<file path="src/rtl/ctr_pkg.sv">
// Package: shared sizes, register map offsets and the decoded bank type
// for the counter control register bank. Assumes word addressing with
// a six-bit offset and a four-bit channel index inside each bank.
package ctr_pkg;
    localparam int ADDR_W  = 6;
    localparam int IDX_W   = 4;
    localparam int DATA_W  = 16;
    localparam int LANE_W  = DATA_W / 8;
    localparam int MODE_W  = 3;
    localparam int CH_MAX  = 1 << IDX_W;

    localparam logic [ADDR_W-1:0] STOP_OFS   = 6'h06;
    localparam logic [ADDR_W-1:0] CTRL_BASE  = 6'h10;
    localparam logic [ADDR_W-1:0] CONST_BASE = 6'h20;
    localparam logic [ADDR_W-1:0] RDBK_BASE  = 6'h30;

    localparam logic [LANE_W-1:0] LANES_ALL  = '1;

    typedef enum logic [2:0] {
        BK_NONE,
        BK_CTRL,
        BK_CONST,
        BK_RDBK,
        BK_STOP
    } bank_e;
endpackage

</file>
<file path="src/rtl/ctr_bus_decode.sv">
// Bus decoder: turns one host access into per-channel write strobes,
// stop strobes and a read selection. Assumes at most one access per
// cycle and that NUM_CH fits in one bank (NUM_CH <= 16).
module ctr_bus_decode
    import ctr_pkg::*;
#(
    parameter int NUM_CH = 10
) (
    input  logic                      wr_en,
    input  logic                      rd_en,
    input  logic [ADDR_W-1:0]         addr,
    input  logic [LANE_W-1:0]         be,
    input  logic [DATA_W-1:0]         wdata,
    output logic [NUM_CH-1:0]         ctrl_we,
    output logic [NUM_CH-1:0]         const_we,
    output logic [NUM_CH-1:0]         stop_hit,
    output bank_e                     rd_bank,
    output logic [IDX_W-1:0]          rd_idx,
    output logic                      rd_full,
    output logic                      rd_low
);
    localparam logic [IDX_W-1:0] LAST_IDX = IDX_W'(NUM_CH - 1);

    bank_e            bank;
    logic [IDX_W-1:0] idx;
    logic             full;
    logic             stop_wr;

    assign idx  = addr[IDX_W-1:0];
    assign full = (be == LANES_ALL);

    // Classify the offset into a register bank, rejecting idle indices.
    always_comb begin
        bank = BK_NONE;
        if (addr == STOP_OFS) begin
            bank = BK_STOP;
        end else if (idx <= LAST_IDX) begin
            if (addr[ADDR_W-1:IDX_W] == CTRL_BASE[ADDR_W-1:IDX_W])
                bank = BK_CTRL;
            else if (addr[ADDR_W-1:IDX_W] == CONST_BASE[ADDR_W-1:IDX_W])
                bank = BK_CONST;
            else if (addr[ADDR_W-1:IDX_W] == RDBK_BASE[ADDR_W-1:IDX_W])
                bank = BK_RDBK;
        end
    end

    assign stop_wr = wr_en && (bank == BK_STOP);

    // Per-channel write and stop strobes; stop bits follow their byte lane.
    for (genvar ch = 0; ch < NUM_CH; ch++) begin : g_strobe
        assign ctrl_we[ch]  = wr_en && (bank == BK_CTRL) &&
                              (idx == IDX_W'(ch)) && be[0];
        assign const_we[ch] = wr_en && (bank == BK_CONST) &&
                              (idx == IDX_W'(ch)) && full;
        if (ch < DATA_W) begin : g_stop_bit
            assign stop_hit[ch] = stop_wr && be[ch / 8] && wdata[ch];
        end else begin : g_no_stop_bit
            assign stop_hit[ch] = 1'b0;
        end
    end

    assign rd_bank = rd_en ? bank : BK_NONE;
    assign rd_idx  = idx;
    assign rd_full = full;
    assign rd_low  = be[0];

    wire unused_dec = ^{wdata, be};
endmodule

</file>
<file path="src/rtl/ctr_channel.sv">
// One counter channel: control register (mode, direction), constant
// register and the up/down counter. Stop wins over a same-cycle control
// write and over a same-cycle trigger. Assumes single-cycle strobes.
module ctr_channel
    import ctr_pkg::*;
(
    input  logic              clk,
    input  logic              rst_n,
    input  logic              soft_rst,
    input  logic              ctrl_we,
    input  logic [MODE_W:0]   ctrl_wdata,
    input  logic              const_we,
    input  logic [DATA_W-1:0] const_wdata,
    input  logic              stop_hit,
    input  logic              trig,
    output logic [MODE_W-1:0] mode,
    output logic              down,
    output logic [DATA_W-1:0] konst,
    output logic [DATA_W-1:0] count
);
    logic running;
    logic enabled;
    logic start;
    logic step;

    assign enabled = (mode != '0);
    assign start   = trig && enabled && !stop_hit;
    assign step    = running && enabled && !stop_hit;

    // Control register: host write, then stop clears the mode field.
    always_ff @(posedge clk) begin
        if (!rst_n) begin
            mode <= '0;
            down <= 1'b0;
        end else begin
            if (ctrl_we) begin
                mode <= ctrl_wdata[MODE_W-1:0];
                down <= ctrl_wdata[MODE_W];
            end
            if (stop_hit)
                mode <= '0;
        end
    end

    // Constant register: cleared by either reset, loaded by full writes.
    always_ff @(posedge clk) begin
        if (!rst_n || soft_rst)
            konst <= '0;
        else if (const_we)
            konst <= const_wdata;
    end

    // Counter: load on start, step while running and enabled.
    always_ff @(posedge clk) begin
        if (!rst_n)
            count <= '0;
        else if (start)
            count <= konst;
        else if (step)
            count <= down ? count - 1'b1 : count + 1'b1;
    end

    // Running flag: set by start, dropped by stop or a zero mode.
    always_ff @(posedge clk) begin
        if (!rst_n)
            running <= 1'b0;
        else if (start)
            running <= 1'b1;
        else if (stop_hit || !enabled)
            running <= 1'b0;
    end


    stop_clears_mode_chk: assert property (@(posedge clk) disable iff (!rst_n)
        stop_hit |=> (mode == '0));


    trig_loads_const_chk: assert property (@(posedge clk) disable iff (!rst_n)
        (trig && enabled && !stop_hit) |=> (count == $past(konst)));


    step_by_one_chk: assert property (@(posedge clk) disable iff (!rst_n)
        (running && enabled && !trig && !stop_hit) |=>
        (count == ($past(down) ? $past(count) - 16'd1 : $past(count) + 16'd1)));


    idle_holds_chk: assert property (@(posedge clk) disable iff (!rst_n)
        !enabled |=> $stable(count));


    stop_freezes_count_chk: assert property (@(posedge clk) disable iff (!rst_n)
        stop_hit |=> $stable(count));


    soft_clear_chk: assert property (@(posedge clk) disable iff (!rst_n)
        soft_rst |=> (konst == '0));
endmodule

</file>
<file path="src/rtl/ctr_read_mux.sv">
// Read path: selects the addressed register, applies the width rule of
// its bank and registers the result, so read data follows one cycle
// after the strobe and is 0 otherwise. Assumes a pre-decoded bank.
module ctr_read_mux
    import ctr_pkg::*;
#(
    parameter int NUM_CH = 10
) (
    input  logic                           clk,
    input  logic                           rst_n,
    input  bank_e                          rd_bank,
    input  logic [IDX_W-1:0]               rd_idx,
    input  logic                           rd_full,
    input  logic                           rd_low,
    input  logic [NUM_CH-1:0][MODE_W:0]    ctrl_all,
    input  logic [NUM_CH-1:0][DATA_W-1:0]  const_all,
    input  logic [NUM_CH-1:0][DATA_W-1:0]  count_all,
    output logic [DATA_W-1:0]              rdata
);
    logic [DATA_W-1:0] sel_data;

    // Pick the addressed value under its bank's access-width rule.
    always_comb begin
        sel_data = '0;
        unique case (rd_bank)
            BK_CTRL:  if (rd_low)  sel_data = DATA_W'(ctrl_all[rd_idx]);
            BK_CONST: if (rd_full) sel_data = const_all[rd_idx];
            BK_RDBK:  if (rd_full) sel_data = count_all[rd_idx];
            default:  sel_data = '0;
        endcase
    end

    // Register the read result for one cycle.
    always_ff @(posedge clk) begin
        if (!rst_n)
            rdata <= '0;
        else
            rdata <= sel_data;
    end


    rdbk_snapshot_chk: assert property (@(posedge clk) disable iff (!rst_n)
        (rd_bank == BK_RDBK && rd_full) |=> (rdata == $past(count_all[rd_idx])));


    stop_reads_zero_chk: assert property (@(posedge clk) disable iff (!rst_n)
        (rd_bank == BK_STOP) |=> (rdata == '0));


    no_read_zero_chk: assert property (@(posedge clk) disable iff (!rst_n)
        (rd_bank == BK_NONE) |=> (rdata == '0));
endmodule

</file>
<file path="src/rtl/ctr_reg_bank.sv">
// Top of the counter control register bank: bus decoder, NUM_CH channel
// instances and the registered read path. Assumes one bus access per
// cycle, word addressing and synchronous active-low reset.
module ctr_reg_bank
    import ctr_pkg::*;
#(
    parameter int NUM_CH = 10
) (
    input  logic                  clk,
    input  logic                  rst_n,
    input  logic                  soft_rst,
    input  logic                  wr_en,
    input  logic                  rd_en,
    input  logic [ADDR_W-1:0]     addr,
    input  logic [LANE_W-1:0]     be,
    input  logic [DATA_W-1:0]     wdata,
    input  logic [NUM_CH-1:0]     trig,
    output logic [DATA_W-1:0]     rdata,
    output logic [NUM_CH-1:0]     ch_active
);
    logic [NUM_CH-1:0]              ctrl_we;
    logic [NUM_CH-1:0]              const_we;
    logic [NUM_CH-1:0]              stop_hit;
    bank_e                          rd_bank;
    logic [IDX_W-1:0]               rd_idx;
    logic                           rd_full;
    logic                           rd_low;
    logic [NUM_CH-1:0][MODE_W:0]    ctrl_all;
    logic [NUM_CH-1:0][DATA_W-1:0]  const_all;
    logic [NUM_CH-1:0][DATA_W-1:0]  count_all;

    ctr_bus_decode #(.NUM_CH(NUM_CH)) i_decode (
        .wr_en    (wr_en),
        .rd_en    (rd_en),
        .addr     (addr),
        .be       (be),
        .wdata    (wdata),
        .ctrl_we  (ctrl_we),
        .const_we (const_we),
        .stop_hit (stop_hit),
        .rd_bank  (rd_bank),
        .rd_idx   (rd_idx),
        .rd_full  (rd_full),
        .rd_low   (rd_low)
    );

    for (genvar ch = 0; ch < NUM_CH; ch++) begin : g_ch
        logic [MODE_W-1:0] mode;
        logic              down;

        ctr_channel i_channel (
            .clk         (clk),
            .rst_n       (rst_n),
            .soft_rst    (soft_rst),
            .ctrl_we     (ctrl_we[ch]),
            .ctrl_wdata  (wdata[MODE_W:0]),
            .const_we    (const_we[ch]),
            .const_wdata (wdata),
            .stop_hit    (stop_hit[ch]),
            .trig        (trig[ch]),
            .mode        (mode),
            .down        (down),
            .konst       (const_all[ch]),
            .count       (count_all[ch])
        );

        assign ctrl_all[ch]  = {down, mode};
        assign ch_active[ch] = (mode != '0);


        const_narrow_ignored_chk: assert property (@(posedge clk) disable iff (!rst_n)
            (wr_en && addr == (CONST_BASE + ADDR_W'(ch)) && be != LANES_ALL && !soft_rst)
            |=> $stable(const_all[ch]));


        ctrl_high_lane_ignored_chk: assert property (@(posedge clk) disable iff (!rst_n)
            (wr_en && addr == (CTRL_BASE + ADDR_W'(ch)) && !be[0] && !stop_hit[ch])
            |=> $stable(ctrl_all[ch]));
    end

    ctr_read_mux #(.NUM_CH(NUM_CH)) i_read (
        .clk       (clk),
        .rst_n     (rst_n),
        .rd_bank   (rd_bank),
        .rd_idx    (rd_idx),
        .rd_full   (rd_full),
        .rd_low    (rd_low),
        .ctrl_all  (ctrl_all),
        .const_all (const_all),
        .count_all (count_all),
        .rdata     (rdata)
    );
endmodule

</file>
<file path="config.mk">
export PLATFORM = sky130hd
export DESIGN_NAME = ctr_reg_bank
export DESIGN_NICKNAME = d
export VERILOG_FILES = /design/src/rtl/ctr_pkg.sv /design/src/rtl/ctr_bus_decode.sv /design/src/rtl/ctr_channel.sv /design/src/rtl/ctr_read_mux.sv /design/src/rtl/ctr_reg_bank.sv
export SDC_FILE = /design/constraint.sdc
export NUM_CORES = 1
export LEC_CHECK = 0
export BUFFER_PORTS_ARGS = -buffer_cell sky130_fd_sc_hd__buf_2
export CAP_MARGIN = 30
export CORE_AREA = 2 2 228 319
export CTS_BUF_LIST = sky130_fd_sc_hd__clkbuf_2 sky130_fd_sc_hd__clkbuf_4 sky130_fd_sc_hd__clkbuf_8
export CTS_CLUSTER_SIZE = 20
export DETAILED_ROUTE_END_ITERATION = 8
export DIE_AREA = 0 0 230 321
export GPL_TIMING_DRIVEN = 0
export MAX_ROUTING_LAYER = met4
export PLACE_DENSITY = 0.49
export SYNTH_ARGS = -nofsm -noshare
export SYNTH_HDL_FRONTEND = slang
export SYNTH_SLANG_ARGS = --single-unit
</file>
<file path="constraint.sdc">
create_clock -name clk -period 2.8 [get_ports clk]
set_clock_uncertainty 0.1 [all_clocks]
set_input_delay 0.42 -clock clk [delete_from_list [all_inputs] [get_ports clk]]
set_output_delay 0.42 -clock clk [all_outputs]
set_load 0.05 [all_outputs]
</file>
==> impl_metrics.prom <==
# TYPE chip_impl_metric gauge
chip_impl_metric{name="syn_nets",unit=""} 3014
chip_impl_metric{name="achievable-frequency",unit="MHz"} 361
chip_impl_metric{name="post-dp-hpwl",unit="µm"} 85200
chip_impl_metric{name="initial_utilization",unit="%"} 33.6
chip_impl_info{name="synth-main-ff-cell",value="sky130_fd_sc_hd__dfxtp_1"} 1
chip_impl_metric{name="syn_inst",unit=""} 2825
chip_impl_metric{name="cts_buffer_depth",unit=""} 3
chip_impl_metric{name="areaGrowthSynthToFinish",unit="%"} 17.9
chip_impl_metric{name="syn_area_per_cell",unit="µm²"} 8.46
chip_impl_metric{name="post_synth_instance_area",unit="µm²"} 23900
chip_impl_metric{name="htreeDepth",unit=""} 3
chip_impl_metric{name="ports_placed_on_the_boundary",unit=""} 65
chip_impl_metric{name="cp_data_arrival_time",unit="ns"} 3.24
chip_impl_metric{name="worst_pin_slew",unit="ns"} 1.07
chip_impl_metric{name="yosysSeqAreaShare",unit="%"} 32.3
chip_impl_metric{name="post_route_cells_drive_above_1_share",unit="%"} 17.7
chip_impl_metric{name="final_max_slew_viol_count",unit=""} 0
chip_impl_info{name="yosys.cell_count.top_type",value="sky130_fd_sc_hd__nand2_1"} 1
chip_impl_metric{name="grt_overflow",unit=""} 0
chip_impl_metric{name="timing.final.setup_violations",unit=""} 0
chip_impl_metric{name="drcViolationCount",unit=""} 0
chip_impl_metric{name="first_pass_grt_wire_length",unit="µm"} 154000
chip_impl_metric{name="synth-seq-cells",unit=""} 386
chip_impl_metric{name="grt_pass1_vias",unit=""} 23000
chip_impl_metric{name="maximum_number_of_pins_on_one_net_before_global_route_repair",unit=""} 21
chip_impl_info{name="crit_path_end_kind",value="register"} 1
chip_impl_metric{name="setup.reg_to_reg.worst_slack",unit="ns"} 0.03
chip_impl_info{name="rsz0062_at_grt",value="yes"} 1
chip_impl_metric{name="fp-row-count",unit=""} 116
chip_impl_metric{name="synth-async-reset-ratio",unit="%"} 0
chip_impl_metric{name="timing.slew.headroom",unit="%"} 28.6
chip_impl_metric{name="place.port_buffers",unit=""} 53
chip_impl_metric{name="post-route-min-period",unit="ns"} 2.77
chip_impl_metric{name="fillCellCount",unit=""} 7295
chip_impl_info{name="cts_tree",value="done"} 1
chip_impl_metric{name="cp_max_fo",unit=""} 8
chip_impl_metric{name="hold_viol",unit=""} 0
chip_impl_metric{name="grtUsageTotal",unit="%"} 29.3
chip_impl_metric{name="route.vias.total",unit=""} 23700
chip_impl_metric{name="power-per-cell-area",unit="nW/µm²"} 433
chip_impl_metric{name="yosys.cell_types.count",unit=""} 94
chip_impl_info{name="clockRootBuffer",value="sky130_fd_sc_hd__clkbuf_8"} 1
chip_impl_metric{name="clk_latency",unit="ns"} 0.68
chip_impl_metric{name="dpl-instance-area",unit="µm²"} 25700
chip_impl_info{name="ys_top_cells_by_count",value="466 x sky130_fd_sc_hd__nand2_1, 386 x sky130_fd_sc_hd__dfxtp_1, 364 x sky130_fd_sc_hd__a21oi_1"} 1
chip_impl_metric{name="clkTransAtPathRegs",unit="ns"} 0.07
chip_impl_metric{name="final_net_count",unit=""} 3204
chip_impl_metric{name="die-area",unit="µm²"} 73800
chip_impl_metric{name="synth.yosys.warnings",unit=""} 0
chip_impl_metric{name="place_congestion",unit=""} 1.02
chip_impl_info{name="ys_top_cells_by_area",value="sky130_fd_sc_hd__dfxtp_1 32%, sky130_fd_sc_hd__a21oi_1 7.6%, sky130_fd_sc_hd__ha_1 7.3%"} 1
chip_impl_metric{name="place_worst_setup_slack",unit="ns"} -0.827
chip_impl_metric{name="final-seq-area",unit="µm²"} 7790
chip_impl_metric{name="synth_edf_count",unit=""} 0
chip_impl_metric{name="die_width",unit="µm"} 230
chip_impl_metric{name="antenna_found_initial",unit=""} 6
chip_impl_metric{name="required_time_of_the_worst_setup_path",unit="ns"} 3.27
chip_impl_metric{name="vdd_drop_max",unit="µV"} 297
chip_impl_metric{name="drt_first_iter_violations",unit=""} 2270
chip_impl_info{name="synth_largest_area_cell",value="sky130_fd_sc_hd__dfxtp_1"} 1
chip_impl_metric{name="wl_per_cell",unit="µm"} 26.8
chip_impl_info{name="crit_type",value="reg -> reg"} 1
chip_impl_metric{name="netlist.area_leader.share",unit="%"} 32.3
chip_impl_metric{name="viasPerCell",unit=""} 5.89
chip_impl_info{name="cp-start-kind",value="register"} 1
chip_impl_metric{name="cts.sinks",unit=""} 386
chip_impl_info{name="run_status",value="finished, final reports clean"} 1
chip_impl_metric{name="power.leakage",unit="nW"} 10.4
chip_impl_metric{name="fin_ws",unit="ns"} 0.0319
chip_impl_metric{name="total_core_area",unit="µm²"} 71100
chip_impl_metric{name="postLayoutCellArea",unit="µm²"} 28200
chip_impl_metric{name="detail_route.wirelength",unit="µm"} 107000
chip_impl_metric{name="drt.antenna.violating_nets",unit=""} 0
chip_impl_metric{name="drt_first_pass_iters",unit=""} 6
chip_impl_info{name="hp-class",value="in -> reg"} 1
chip_impl_metric{name="timing.max_cap.violations",unit=""} 0
chip_impl_metric{name="timing.final.crit_share",unit="%"} 98.9
chip_impl_metric{name="multi_input_comb_area",unit="µm²"} 15700
chip_impl_metric{name="tritoncts.num_buffers",unit=""} 68
chip_impl_metric{name="die_height",unit="µm"} 321
-- worst max-delay path: stages, from the launching register on --
cell	delay, ns
sky130_fd_sc_hd__dfxtp_4	0.45
sky130_fd_sc_hd__ha_4	0.22
sky130_fd_sc_hd__a21o_1	0.17
sky130_fd_sc_hd__a221o_1	0.36
sky130_fd_sc_hd__o211ai_2	0.23
sky130_fd_sc_hd__nor2_2	0.06
sky130_fd_sc_hd__or3_4	0.35
sky130_fd_sc_hd__a221oi_4	0.30
sky130_fd_sc_hd__xnor2_2	0.16
sky130_fd_sc_hd__o21ai_1	0.09
sky130_fd_sc_hd__a32oi_1	0.19
-- state kept, by name (all words and copies together), names as in the netlist --
register / count
i_read.rdata: 16
g_ch.i_channel.down: 10
g_ch.i_channel.count: 160
g_ch.i_channel.running: 10
g_ch.i_channel.konst: 160
g_ch.i_channel.mode: 30
-- report_power, final --
| group | switching (mW) | internal (mW) |
|---|---|---|
| clock | 2.62 | 3.38 |
| combinational | 0.514 | 0.186 |
| sequential | 0.00905 | 5.48 |
-- repair_timing --
| action | 4_1_cts | 5_1_grt |
|---|---|---|
| cloned | 0 | 0 |
| pin swaps | 11 | 43 |
| resized for setup | 60 | 87 |
| endpoints found under the hold margin | 7 | 0 |
| hold buffers | 3 | 0 |
| endpoints found under the setup margin | 77 | 43 |
| buffers inserted | 29 | 14 |
-- cell usage in the layout (no fill, tap or decap), types with 11 or more instances in the layout --
master                     count
sky130_fd_sc_hd__a21o_1       36
sky130_fd_sc_hd__a21oi_1     358
sky130_fd_sc_hd__a221oi_1     12
sky130_fd_sc_hd__a222oi_1     32
sky130_fd_sc_hd__a22oi_1      51
sky130_fd_sc_hd__a31oi_1      12
sky130_fd_sc_hd__and2_1       12
sky130_fd_sc_hd__and3_1       18
sky130_fd_sc_hd__buf_1        12
sky130_fd_sc_hd__buf_2        76
sky130_fd_sc_hd__buf_4        58
sky130_fd_sc_hd__buf_8        19
sky130_fd_sc_hd__clkbuf_1    108
sky130_fd_sc_hd__clkbuf_4     21
sky130_fd_sc_hd__clkbuf_8     92
sky130_fd_sc_hd__dfxtp_1     362
sky130_fd_sc_hd__dfxtp_2      11
sky130_fd_sc_hd__dfxtp_4      13
sky130_fd_sc_hd__ha_1        127
sky130_fd_sc_hd__ha_4         12
sky130_fd_sc_hd__inv_1        67
sky130_fd_sc_hd__mux2_2       31
sky130_fd_sc_hd__mux2i_1      50
sky130_fd_sc_hd__mux4_2       72
sky130_fd_sc_hd__nand2_1     464
sky130_fd_sc_hd__nand2b_1     26
sky130_fd_sc_hd__nand3_1      45
sky130_fd_sc_hd__nor2_1      170
sky130_fd_sc_hd__nor2b_1      30
sky130_fd_sc_hd__nor3_1       42
sky130_fd_sc_hd__o21a_1       29
sky130_fd_sc_hd__o21ai_0      88
sky130_fd_sc_hd__o21ai_1      19
sky130_fd_sc_hd__o221ai_1     73
sky130_fd_sc_hd__o22ai_1      32
sky130_fd_sc_hd__or2_2        13
sky130_fd_sc_hd__or3_1        28
sky130_fd_sc_hd__xnor2_1      59
sky130_fd_sc_hd__xor2_1       47
-- logic make-up (layout without fill, tap and decap cells) --
group | Yosys count | after routing | synth area share (%)
other | 0 | 5 | 0
adder cells (fa/ha/maj) | 150 | 150 | 8.16
buffers and inverters | 241 | 483 | 4.38
multiplexers | 153 | 153 | 10.3
AO/OA/AOI/OAI | 865 | 865 | 23.2
AND/OR/NAND/NOR | 923 | 923 | 17.6
XOR/XNOR | 107 | 107 | 3.92
flip-flops | 386 | 386 | 32.3
-- through the flow --
stage                     TNS [ns]  total power, mW  util (%)  std cells  hold WS [ns]
final                            0             12.2      39.6       4016        0.0498
after global routing       -0.0954             12.5      39.6       4015        0.0542
after CTS                 -0.00799             12.3      38.9       3996        0.0101
after detailed placement    -79.69             6.30      36.1       3842         0.373
after global placement     -115.92             6.24      35.7       3822         0.362
after floorplan                  0             5.94         -       2825         0.342
-- cell type report --
class,instances,area share [%]
Tap cell,944,4.19
Buffer,170,2.79
Inverter,70,0.932
Antenna cell,5,0.0444
Clock buffer,112,5.03
Clock inverter,10,0.400
Multi-Input combinational cell,2198,55.5
Sequential cell,386,27.6
Timing Repair Buffer,121,3.43
-- path summary, 6_finish.rpt --
check	start	to	cells past startpoint
setup / recovery	g_ch[8].i_channel.down$_SDFFE_PN0P_	g_ch[8].i_channel.count[15]$_SDFFE_PN0P_	10
hold / removal	wdata[5]	g_ch[5].i_channel.mode[2]$_SDFFE_PP0P_	4
hold reg to reg	g_ch[9].i_channel.konst[12]$_SDFFE_PP0P_	g_ch[9].i_channel.konst[12]$_SDFFE_PP0P_	2
setup reg to reg	g_ch[8].i_channel.down$_SDFFE_PN0P_	g_ch[8].i_channel.count[15]$_SDFFE_PN0P_	10
-- per-layer routing --
metal	part of all wire, %	routed length (µm)	GRT usage [%]
met4	8.2	8840	21.0
met1	36	38400	30.8
met2	49	53200	50.3
met3	6.6	7050	4.24
met5	0	0	-
No activity file was read; power rests on OpenSTA's default activity.
